==> src/rtl/wdog_pkg.sv <==
package wdog_pkg;

    typedef enum logic [1:0] {
        ST_INTERVAL = 2'd0,
        ST_GRACE    = 2'd1,
        ST_HOLD     = 2'd2
    } wd_state_e;

    typedef struct packed {
        logic [1:0] clk_sel;
        logic       run;
        logic       irq_en;
        logic [1:0] ivl_sel;
        logic       irq_flag;
        logic       rst_flag;
        logic       rst_en;
    } wd_ctl_t;

    localparam wd_ctl_t CTL_RESET = '{clk_sel: 2'd1, default: '0};

    // Bit positions are what software decodes; keep them fixed.
    function automatic logic [31:0] ctl_to_word(wd_ctl_t c);
        logic [31:0] w;
        w        = '0;
        w[11:10] = c.clk_sel;
        w[7]     = c.run;
        w[6]     = c.irq_en;
        w[5:4]   = c.ivl_sel;
        w[3]     = c.irq_flag;
        w[2]     = c.rst_flag;
        w[1]     = c.rst_en;
        return w;
    endfunction

endpackage

==> src/rtl/wdog_prescaler.sv <==
module wdog_prescaler #(
    parameter int unsigned PRE_L1 = 8,
    parameter int unsigned PRE_L2 = 11,
    parameter int unsigned PRE_L3 = 16
) (
    input  logic       clk,
    input  logic       por_n,
    input  logic       clr,
    input  logic       run,
    input  logic [1:0] sel,
    output logic       tick
);

    function automatic int unsigned max_of(int unsigned a, int unsigned b);
        return (a > b) ? a : b;
    endfunction

    localparam int unsigned LMAX = max_of(max_of(PRE_L1, PRE_L2), PRE_L3);
    localparam int unsigned PW   = (LMAX < 1) ? 1 : LMAX;
    localparam int unsigned LOGS [4] = '{0, PRE_L1, PRE_L2, PRE_L3};

    function automatic logic [PW-1:0] lim_of(int unsigned l);
        logic [63:0] v;
        v = (64'd1 << l) - 64'd1;
        return v[PW-1:0];
    endfunction

    logic [PW-1:0] lim_tab [4];
    logic [PW-1:0] lim_sel;
    logic [PW-1:0] pre_q;

    for (genvar g = 0; g < 4; g++) begin : g_lim
        assign lim_tab[g] = lim_of(LOGS[g]);
    end

    always_comb begin
        unique case (sel)
            2'd0:    lim_sel = lim_tab[0];
            2'd1:    lim_sel = lim_tab[1];
            2'd2:    lim_sel = lim_tab[2];
            default: lim_sel = lim_tab[3];
        endcase
    end

    assign tick = run && (pre_q == lim_sel);

    always_ff @(posedge clk or negedge por_n) begin
        if (!por_n) begin
            pre_q <= '0;
        end else if (clr) begin
            pre_q <= '0;
        end else if (run) begin
            pre_q <= tick ? '0 : pre_q + 1'b1;
        end
    end

    // a paused prescaler keeps its phase
    a_r8_prescale_frozen: assert property (@(posedge clk) disable iff (!por_n)
        (!run && !clr) |=> $stable(pre_q));

    // phase never passes the selected divisor
    a_r2_phase_in_range: assert property (@(posedge clk) disable iff (!por_n)
        pre_q <= lim_sel);

endmodule

==> src/rtl/wdog_tick_count.sv <==
module wdog_tick_count #(
    parameter int unsigned CW = 21
) (
    input  logic          clk,
    input  logic          por_n,
    input  logic          clr,
    input  logic          tick,
    output logic [CW-1:0] cnt
);

    always_ff @(posedge clk or negedge por_n) begin
        if (!por_n) begin
            cnt <= '0;
        end else if (clr) begin
            cnt <= '0;
        end else if (tick) begin
            cnt <= cnt + 1'b1;
        end
    end

    // without a tick the count holds
    a_r8_count_held: assert property (@(posedge clk) disable iff (!por_n)
        (!clr && !tick) |=> $stable(cnt));

endmodule

==> src/rtl/wdog_fsm.sv <==
module wdog_fsm
    import wdog_pkg::*;
#(
    parameter int unsigned CW          = 21,
    parameter int unsigned IVL_BASE    = 14,
    parameter int unsigned IVL_STEP    = 2,
    parameter int unsigned GRACE_TICKS = 1024
) (
    input  logic          clk,
    input  logic          por_n,
    input  logic          restart,
    input  logic          tick,
    input  logic [CW-1:0] cnt,
    input  logic [1:0]    ivl_sel,
    input  logic          rst_en,
    output logic          set_irq,
    output logic          fire,
    output logic          cnt_clr
);

    function automatic logic [CW-1:0] last_of(int unsigned k);
        logic [63:0] v;
        v = (64'd1 << k) - 64'd1;
        return v[CW-1:0];
    endfunction

    localparam logic [CW-1:0] GRACE_LAST = CW'(GRACE_TICKS - 1);

    logic [CW-1:0] last_tab [4];
    logic [CW-1:0] ivl_last;
    wd_state_e     state_q, state_d;
    logic          ivl_hit, grace_hit;

    for (genvar g = 0; g < 4; g++) begin : g_last
        assign last_tab[g] = last_of(IVL_BASE + IVL_STEP * g);
    end

    always_comb begin
        unique case (ivl_sel)
            2'd0:    ivl_last = last_tab[0];
            2'd1:    ivl_last = last_tab[1];
            2'd2:    ivl_last = last_tab[2];
            default: ivl_last = last_tab[3];
        endcase
    end

    assign ivl_hit   = tick && (cnt == ivl_last);
    assign grace_hit = tick && (cnt == GRACE_LAST);

    // next-state logic
    always_comb begin
        state_d = state_q;
        unique case (state_q)
            ST_INTERVAL: if (ivl_hit)   state_d = ST_GRACE;
            ST_GRACE:    if (grace_hit) state_d = rst_en ? ST_INTERVAL : ST_HOLD;
            ST_HOLD:     state_d = ST_HOLD;
            default:     state_d = ST_INTERVAL;
        endcase
    end

    // state register
    always_ff @(posedge clk or negedge por_n) begin
        if (!por_n) begin
            state_q <= ST_INTERVAL;
        end else if (restart) begin
            state_q <= ST_INTERVAL;
        end else begin
            state_q <= state_d;
        end
    end

    // outputs
    always_comb begin
        set_irq = 1'b0;
        fire    = 1'b0;
        cnt_clr = 1'b0;
        unique case (state_q)
            ST_INTERVAL: begin
                set_irq = ivl_hit && !restart;
                cnt_clr = ivl_hit;
            end
            ST_GRACE: begin
                fire    = grace_hit && rst_en && !restart;
                cnt_clr = grace_hit;
            end
            ST_HOLD: cnt_clr = 1'b1;
            default: cnt_clr = 1'b1;
        endcase
    end

    // a parked watchdog never requests a reset
    a_r5_hold_silent: assert property (@(posedge clk) disable iff (!por_n)
        (state_q == ST_HOLD) |-> !fire);

    // interval count never passes its target
    a_r3_below_target: assert property (@(posedge clk) disable iff (!por_n)
        (state_q == ST_INTERVAL) |-> (cnt <= ivl_last));

    // grace count never passes its length
    a_r5_grace_bound: assert property (@(posedge clk) disable iff (!por_n)
        (state_q == ST_GRACE) |-> (cnt <= GRACE_LAST));

endmodule

==> src/rtl/wdog_timer.sv <==
module wdog_timer
    import wdog_pkg::*;
#(
    parameter int unsigned       ADDR_W      = 8,
    parameter logic [ADDR_W-1:0] CTL_OFFSET  = 'h1C,
    parameter int unsigned       PRE_L1      = 8,
    parameter int unsigned       PRE_L2      = 11,
    parameter int unsigned       PRE_L3      = 16,
    parameter int unsigned       IVL_BASE    = 14,
    parameter int unsigned       IVL_STEP    = 2,
    parameter int unsigned       GRACE_TICKS = 1024
) (
    input  logic              clk,
    input  logic              por_n,
    input  logic              sys_rst,
    input  logic              bus_sel,
    input  logic              bus_wr,
    input  logic [ADDR_W-1:0] bus_addr,
    input  logic [31:0]       bus_wdata,
    output logic [31:0]       bus_rdata,
    output logic              irq,
    output logic              rst_req
);

    localparam int unsigned IVL_TOP = IVL_BASE + 3 * IVL_STEP;
    localparam int unsigned GR_W    = $clog2(GRACE_TICKS);
    localparam int unsigned CW      = ((IVL_TOP > GR_W) ? IVL_TOP : GR_W) + 1;

    wd_ctl_t       ctl_q, ctl_d;
    logic          hit, wr_ctl, ext_restart;
    logic          tick, set_irq, fire, cnt_clr;
    logic [CW-1:0] cnt;
    logic          unused_wdata;

    assign unused_wdata = ^{bus_wdata[31:12], bus_wdata[9:8]};

    assign hit    = bus_sel && (bus_addr == CTL_OFFSET);
    assign wr_ctl = hit && bus_wr;

    assign ext_restart = sys_rst ||
        (wr_ctl && (bus_wdata[0] ||
                    (bus_wdata[11:10] != ctl_q.clk_sel) ||
                    (bus_wdata[5:4]   != ctl_q.ivl_sel)));

    wdog_prescaler #(
        .PRE_L1 (PRE_L1),
        .PRE_L2 (PRE_L2),
        .PRE_L3 (PRE_L3)
    ) u_pre (
        .clk   (clk),
        .por_n (por_n),
        .clr   (ext_restart || fire),
        .run   (ctl_q.run),
        .sel   (ctl_q.clk_sel),
        .tick  (tick)
    );

    wdog_tick_count #(.CW(CW)) u_cnt (
        .clk   (clk),
        .por_n (por_n),
        .clr   (ext_restart || cnt_clr),
        .tick  (tick),
        .cnt   (cnt)
    );

    wdog_fsm #(
        .CW          (CW),
        .IVL_BASE    (IVL_BASE),
        .IVL_STEP    (IVL_STEP),
        .GRACE_TICKS (GRACE_TICKS)
    ) u_fsm (
        .clk     (clk),
        .por_n   (por_n),
        .restart (ext_restart),
        .tick    (tick),
        .cnt     (cnt),
        .ivl_sel (ctl_q.ivl_sel),
        .rst_en  (ctl_q.rst_en),
        .set_irq (set_irq),
        .fire    (fire),
        .cnt_clr (cnt_clr)
    );

    always_comb begin
        ctl_d = ctl_q;
        if (fire) begin
            ctl_d          = CTL_RESET;
            ctl_d.rst_flag = 1'b1;
        end else if (sys_rst) begin
            ctl_d          = CTL_RESET;
            ctl_d.rst_flag = ctl_q.rst_flag;
        end else begin
            if (wr_ctl) begin
                ctl_d.clk_sel  = bus_wdata[11:10];
                ctl_d.run      = bus_wdata[7];
                ctl_d.irq_en   = bus_wdata[6];
                ctl_d.ivl_sel  = bus_wdata[5:4];
                ctl_d.irq_flag = ctl_q.irq_flag & ~bus_wdata[3];
                ctl_d.rst_flag = ctl_q.rst_flag & ~bus_wdata[2];
                ctl_d.rst_en   = bus_wdata[1];
            end
            if (set_irq) begin
                ctl_d.irq_flag = 1'b1;
            end
        end
    end

    always_ff @(posedge clk or negedge por_n) begin
        if (!por_n) begin
            ctl_q     <= CTL_RESET;
            bus_rdata <= '0;
            rst_req   <= 1'b0;
        end else begin
            ctl_q   <= ctl_d;
            rst_req <= fire;
            if (bus_sel && !bus_wr) begin
                bus_rdata <= hit ? ctl_to_word(ctl_q) : '0;
            end
        end
    end

    assign irq = ctl_q.irq_flag && ctl_q.irq_en;

    // the request lasts a single cycle
    a_r5_req_single: assert property (@(posedge clk) disable iff (!por_n)
        rst_req |=> !rst_req);

    // the request coincides with the defaults plus the reset flag
    a_r6_word_on_req: assert property (@(posedge clk) disable iff (!por_n)
        rst_req |-> (ctl_to_word(ctl_q) == 32'h0000_0404));

    // system reset keeps the reset flag
    a_r9_flag_kept: assert property (@(posedge clk) disable iff (!por_n)
        (sys_rst && !fire) |=> (ctl_q.rst_flag == $past(ctl_q.rst_flag)));

endmodule

==> config.mk <==
export PLATFORM = sky130hd
export DESIGN_NAME = wdog_timer
export DESIGN_NICKNAME = d
export VERILOG_FILES = /design/src/rtl/wdog_pkg.sv /design/src/rtl/wdog_prescaler.sv /design/src/rtl/wdog_tick_count.sv /design/src/rtl/wdog_fsm.sv /design/src/rtl/wdog_timer.sv
export SDC_FILE = /design/constraint.sdc
export NUM_CORES = 1
export LEC_CHECK = 0
export BUFFER_PORTS_ARGS = -buffer_cell sky130_fd_sc_hd__buf_2
export CAP_MARGIN = 30
export CORE_MARGIN = 10
export CORE_UTILIZATION = 55
export DETAILED_ROUTE_END_ITERATION = 12
export PLACE_DENSITY = 0.85
export SETUP_SLACK_MARGIN = 0.3
export SKIP_LAST_GASP = 1
export SLEW_MARGIN = 40
export SYNTH_ARGS = -nofsm -noshare
export SYNTH_HDL_FRONTEND = slang
export SYNTH_SLANG_ARGS = --single-unit
==> constraint.sdc <==
create_clock -name clk -period 5.9 [get_ports clk]
set_input_delay 0.59 -clock clk [delete_from_list [all_inputs] [get_ports clk]]
set_output_delay 0.59 -clock clk [all_outputs]
set_load 0.03 [all_outputs]
### Word level (Yosys, flattened, before mapping)

Cells that the tools add are included.

| storage, ports and cells | value |
|---|---|
| input bits | 45 |
| logic and storage cells | 81 |
| output and inout bits | 34 |
| register bits | 81 |

| operators by class | value |
|---|---|
| eq/ne operators | 15 |
| reduce and logical (&&, ||, !) cells | 28 |
| muxes and demuxes | 20 |
| $add $sub $neg | 2 |
| bitwise gates (word level) | 4 |

Operators with widths:

| cell | count |
|---|---|
| $pmux 20 s3 | 1 |
| $mux 16 | 3 |
| $pmux 16 s3 | 1 |
| $mux 21 | 2 |
| $mux 9 | 3 |
| $add 21x1->21 const B | 1 |
| $eq 21x10->1 const B | 1 |
| $eq 21x20->1 | 1 |
| $add 16x1->16 const B | 1 |
| $eq 16x16->1 | 1 |
| $mux 12 | 1 |
| $logic_and 1x1->1 | 11 |
| $eq 8x5->1 const B | 1 |
| $mux 2 | 4 |
| $eq 2x1->1 const B | 3 |
| $eq 2x2->1 const B | 3 |
| $logic_not 2->1 | 3 |
| $ne 3x2->1 const B | 2 |
| $pmux 2 s3 | 1 |
| $reduce_bool 2->1 | 3 |
| $logic_or 1x1->1 | 5 |
| $ne 2x2->1 | 2 |
| $reduce_and 2->1 | 2 |
| $reduce_bool 4->1 | 1 |
| other kinds (7) | 12 |

### Depth between registers and ports, before layout

| logic depth | value |
|---|---|
| depth after elaboration | 11 |
| gate-level depth with buffers | 9 |
| mapped depth without buffers | 6 |

### Cells and area by module

From an unflattened synthesis, not the netlist that was laid out.

| second synthesis, totals | value |
|---|---|
| cell total of the unflattened synthesis | 379 |
| area, all modules | 3435.8 um^2 |

Modules (own cells, without submodules):

| module | area each (um^2) | cells an instance | times used | sequential area each (um^2) |
|---|---|---|---|---|
| wdog_timer | 1111.1 | 124 | 1 | 476.7 |
| wdog_tick_count | 1081.0 | 112 | 1 | 525.5 |
| wdog_prescaler | 968.4 | 113 | 1 | 400.4 |
| wdog_fsm | 275.3 | 30 | 1 | 50.0 |

### Least setup slack after synthesis

No wires, ideal clock.

| timing path | value |
|---|---|
| path type | register -> register |
| start | register u_pre.pre_q[12] |
| end | register u_cnt.cnt[5] |
| arrival | 2.141 ns |
| buffers on the path | 2 |
| slack | 3.633 ns |
| clock period less this slack | 2.267 ns |
| cell stages (with the launch flop) | 9 |
| data required time | 5.774 ns |
| path through | dfrtp_1 -> or4_1 -> mux2i_1 -> o2111ai_1 -> buf_2 -> o311ai_0 -> a21o_1 -> buf_4 -> a21oi_1 |

| on the way | value |
|---|---|
| longest elaborated chain between the ends | 6 |
| elaborated cells on any way between the ends | 8 |
| those cells by class | eq/ne (1); mux (2); reduce/logical (5) |

Ends and longest elaborated chain:

| what | RTL line | RTL |
|---|---|---|
| from (decl) | wdog_prescaler.sv:30 | `logic [PW-1:0] pre_q;` |
| from (signal assigned) | wdog_prescaler.sv:53 | `pre_q <= tick ? '0 : pre_q + 1'b1;` |
| $eq 16x16->1 * | wdog_prescaler.sv:45 | `assign tick = run && (pre_q == lim_sel);` |
| $logic_and 1x1->1 * | wdog_prescaler.sv:45 |  |
| $logic_and 1x1->1, on equally long branches | wdog_fsm.sv:48, wdog_fsm.sv:47 |  |
| $pmux 1 s2 | wdog_fsm.sv:77 | `unique case (state_q)` |
| $logic_or 1x1->1 | wdog_timer.sv:61 | `.clr (ext_restart \|\| cnt_clr),` |
| $mux 21 / $reduce_bool 2->1 (equally long branches) | n/a |  |
| to (signal assigned) | wdog_tick_count.sv:17 | `cnt <= cnt + 1'b1;` |
| to (decl) | wdog_tick_count.sv:8 | `output logic [CW-1:0] cnt` |

Every way passes the cells marked *; elsewhere a longest branch is shown, timed or not.
A chain may end at the register's enable or synchronous reset.

### Worst setup path in the final report

| timing path | value |
|---|---|
| start | register u_pre.pre_q[12] |
| end | register u_cnt.cnt[4] |

Same word-level chain as after synthesis.

==> impl_metrics.json <==
{
  "yosys.area_share.simple_pct": 25.63,
  "diodes": 0,
  "dr.pass1.iters": 4,
  "r2r-start": "u_pre.pre_q[12]$_DFFE_PN0P_",
  "fin_skew_ns": 0.01080,
  "drt_wl_total_um": 6998,
  "insertion_delay_ns": 0.35,
  "critPathCapture": "u_cnt.cnt[4]$_DFFE_PN0P_",
  "path_max_fanout": 20,
  "area_growth_pct": 9.756,
  "synth-seq-cells": 58,
  "ys_warn_count": 0,
  "p_clk_share_pct": 44.4,
  "htreeDepth": 3,
  "pin_count": 79,
  "post-cts-setup-buffers": 0,
  "relSlewSlack_pct": 52.46,
  "ys_top_cells_by_area": "dfrtp_1, xnor2_1, buf_4",
  "dieArea_mm2": 0.009342,
  "slowest_stage": "o311ai_0",
  "gp_congestion": 0.8584,
  "grt_pass1_vias": 2599,
  "drc_errors": 0,
  "cts_hold_buf": 0,
  "finalHoldViolCount": 0,
  "avgViaCountPerCell": 5.787,
  "cellPowerDensity_mw_per_mm2": 226.1,
  "synth_compound_area_share_pct": 8.246,
  "seqPwrFrac_pct": 49.7,
  "drv_slew": 0,
  "synth_area_mm2": 0.003232,
  "die_x_um": 96.66,
  "rows": 27,
  "cts_tree": "yes",
  "irDropWorstVdd_v": 0.0001197,
  "cts.sinks": 58,
  "worstMarginPinSlew_ns": 0.7131,
  "muxShareOfSynthArea_pct": 2.826,
  "clk_path_buf_depth": 2,
  "ant_nets": 0,
  "p_sw_mw": 0.2013,
  "grt_pass1_wl_um": 12180,
  "reg2reg_slack_ns": 2.98,
  "endpoint_kind": "flop",
  "hold_path.class": "primary input to async pin",
  "outcome": "complete, no violations",
  "core_mm2": 0.005608,
  "arrival_ns": 3.11,
  "ys_async_sr_fraction_pct": 100.0,
  "drt_iter0_drc": 134,
  "routedWlPerCell_um": 15.66,
  "syn_area_per_cell_um2": 9.533,
  "dp.cells": 431,
  "start_kind": "flop",
  "vias": 2587,
  "reg2reg_to": "u_cnt.cnt[4]$_DFFE_PN0P_",
  "synth_top_family_by_area": "simple AND/OR/NAND/NOR gates",
  "cts_root_buf": "clkbuf_8",
  "grt_overflow": 0,
  "critPathKind": "flop to flop",
  "finish.net_count": 417,
  "cts.repair.resized": 0,
  "fin_setup_tns_ns": 0,
  "p_leak_nw": 1.599,
  "period_share_pct": 49.47,
  "grt_max_degree": 59,
  "antenna_found_initial": 0,
  "hold_ws_ns": 0.3646,
  "ys_seq_area_share_pct": 44.95,
  "hpwlAfterDp_um": 5029,
  "numPortBuffers": 33,
  "rr_worst_depth": 7,
  "startpoint": "u_pre.pre_q[12]$_DFFE_PN0P_",
  "path_cells": "or4_1 > mux2i_1 > o2111ai_1 > buf_4 > o311ai_0 > a21o_1 > nor2_1",
  "yosys.area.top_type": "dfrtp_1",
  "switching_share_pct": 25.10,
  "rsz0062_at_grt": "no",
  "synth.distinct_cells": 47,
  "dieHeight_um": 96.66,
  "finalCriticalPeriod_ns": 2.919,
  "drv_cap": 0,
  "final_cells": 447,
  "setup_viol": 0,
  "combinationalPowerShare_pct": 5.9,
  "slowest_delay_ns": 0.57,
  "grt_use_total_pct": 15.12,
  "yosys_most_used_dff": "dfrtp_1",
  "synthCells": 339,
  "layout-drive-gt1-share_pct": 16.27,
  "synth_fa_ha_area_share_pct": 0.7743,
  "synth_xor_area_share_pct": 9.485,
  "cts_buffers": 9,
  "clk_pin_slew_worst_paths_ns": 0.07,
  "fillerInstances": 456,
  "max_freq_mhz": 342.6,
  "start_util_pct": 57.63,
  "synth_edf_count": 0,
  "synth_top_area_share_pct": 44.13,
  "crit_required_ns": 6.09,
  "p_int_mw": 0.6007
}
## synth_stat cells, types with 3 or more instances
cell      number
nor2_1        43
a21o_1         4
nand2b_1       3
nand2_1       23
and3_1         5
or2_2          3
inv_1          5
nand3_1       17
xor2_1        11
nor4_1        15
a21oi_1        8
clkbuf_1      10
mux2i_1        8
nor4b_1        4
nand4_1       10
or3_1          5
xnor2_1       24
and4_1         3
dfrtp_1       57
o21ai_0        3
nor3_1        11
a22o_1         9
a211oi_1       3
buf_4         25
## stage by stage
| stage | util [%] | cell area (um^2) | setup slack (ns) | power [mW] |
|---|---|---|---|---|
| detailed placement | 59.79 | 3353 | 2.780 | 0.4535 |
| global placement | 59.79 | 3353 | 2.890 | 0.4530 |
| CTS | 63.25 | 3547 | 2.985 | 0.8107 |
| floorplan | - | 3314 | 3.633 | 0.4478 |
| finish | 63.25 | 3547 | 2.981 | 0.8020 |
| global route | 63.25 | 3547 | 2.766 | 0.8339 |
## sequential cells by signal, summed over array words and instances, names as in the netlist
name / flops
u_fsm.state_q: 2
u_cnt.cnt: 21
u_pre.pre_q: 16
rst_req: 1
ctl_q: 9
bus_rdata: 9
## worst min path at each step
stage                             startpoint                        end  slack [ns]  cells after the start
floorplan                              por_n  bus_rdata[10]$_DFFE_PN0P_        0.29                      0
global placement        ctl_q[1]$_DFFE_PN0P_       ctl_q[1]$_DFFE_PN0P_        0.47                      1
detailed placement  bus_rdata[2]$_DFFE_PN0P_   bus_rdata[2]$_DFFE_PN0P_        0.49                      1
CTS                                    por_n   bus_rdata[3]$_DFFE_PN0P_        0.40                      2
global route                           por_n  bus_rdata[11]$_DFFE_PN0P_        0.45                      2
finish                                 por_n   bus_rdata[2]$_DFFE_PN0P_        0.36                      2
## power by group through the flow
stage          clock network, mW  registers [mW]  logic (mW)
3_5_place_dp                   0           0.406      0.0476
5_1_grt                    0.383           0.398      0.0525
6_report                   0.356           0.398      0.0476
2_1_floorplan                  0           0.406      0.0418
4_1_cts                    0.365           0.398      0.0477
3_3_place_gp                   0           0.406      0.0472
## kinds of logic after synthesis
kind of cell | Yosys count
AND/OR/NAND/NOR | 155
flip-flops | 58
buffers and inverters | 43
AO/OA/AOI/OAI | 36
XOR/XNOR | 35
multiplexers | 9
adder cells (fa/ha/maj) | 2
other | 1
## critical path: cells and delay by family, from the launching register on
family | cells | cell delay, ns
mux | 1 | 0.17
compound gates | 3 | 1.27
simple gates | 2 | 0.65
flops | 1 | 0.42
buf+inv | 1 | 0.24
## metal layers
layer,GRT usage (%),part of all wire (%)
met1,18.84,44
met2,24.23,48
met3,4.542,5.9
met4,5.186,1.6
met5,0,0
## cells in the final DEF, fill, tap and decap left out, types with 4 or more instances in the layout
master	count
buf_2	33
inv_1	5
conb_1	23
a21oi_1	8
a22o_1	9
a21o_1	4
nand4_1	10
nand2_1	23
nor3_1	11
nand3_1	17
mux2i_1	8
and3_1	5
xor2_1	11
nor4b_1	4
dfrtp_1	57
or3_1	5
nor4_1	15
clkbuf_8	9
xnor2_1	24
nor2_1	43
## area by class of cell
| class | count | area (um^2) | area share [%] |
|---|---|---|---|
| Clock buffer | 9 | 123.9 | 3.492 |
| Timing Repair Buffer | 36 | 187.7 | 5.291 |
| Multi-Input combinational cell | 260 | 1604 | 45.22 |
| Inverter | 5 | 18.77 | 0.5291 |
| Tap cell | 72 | 90.09 | 2.540 |
| Clock inverter | 7 | 70.07 | 1.975 |
| Sequential cell | 58 | 1453 | 40.95 |
Note: power is estimated with default switching activity, not from simulation.
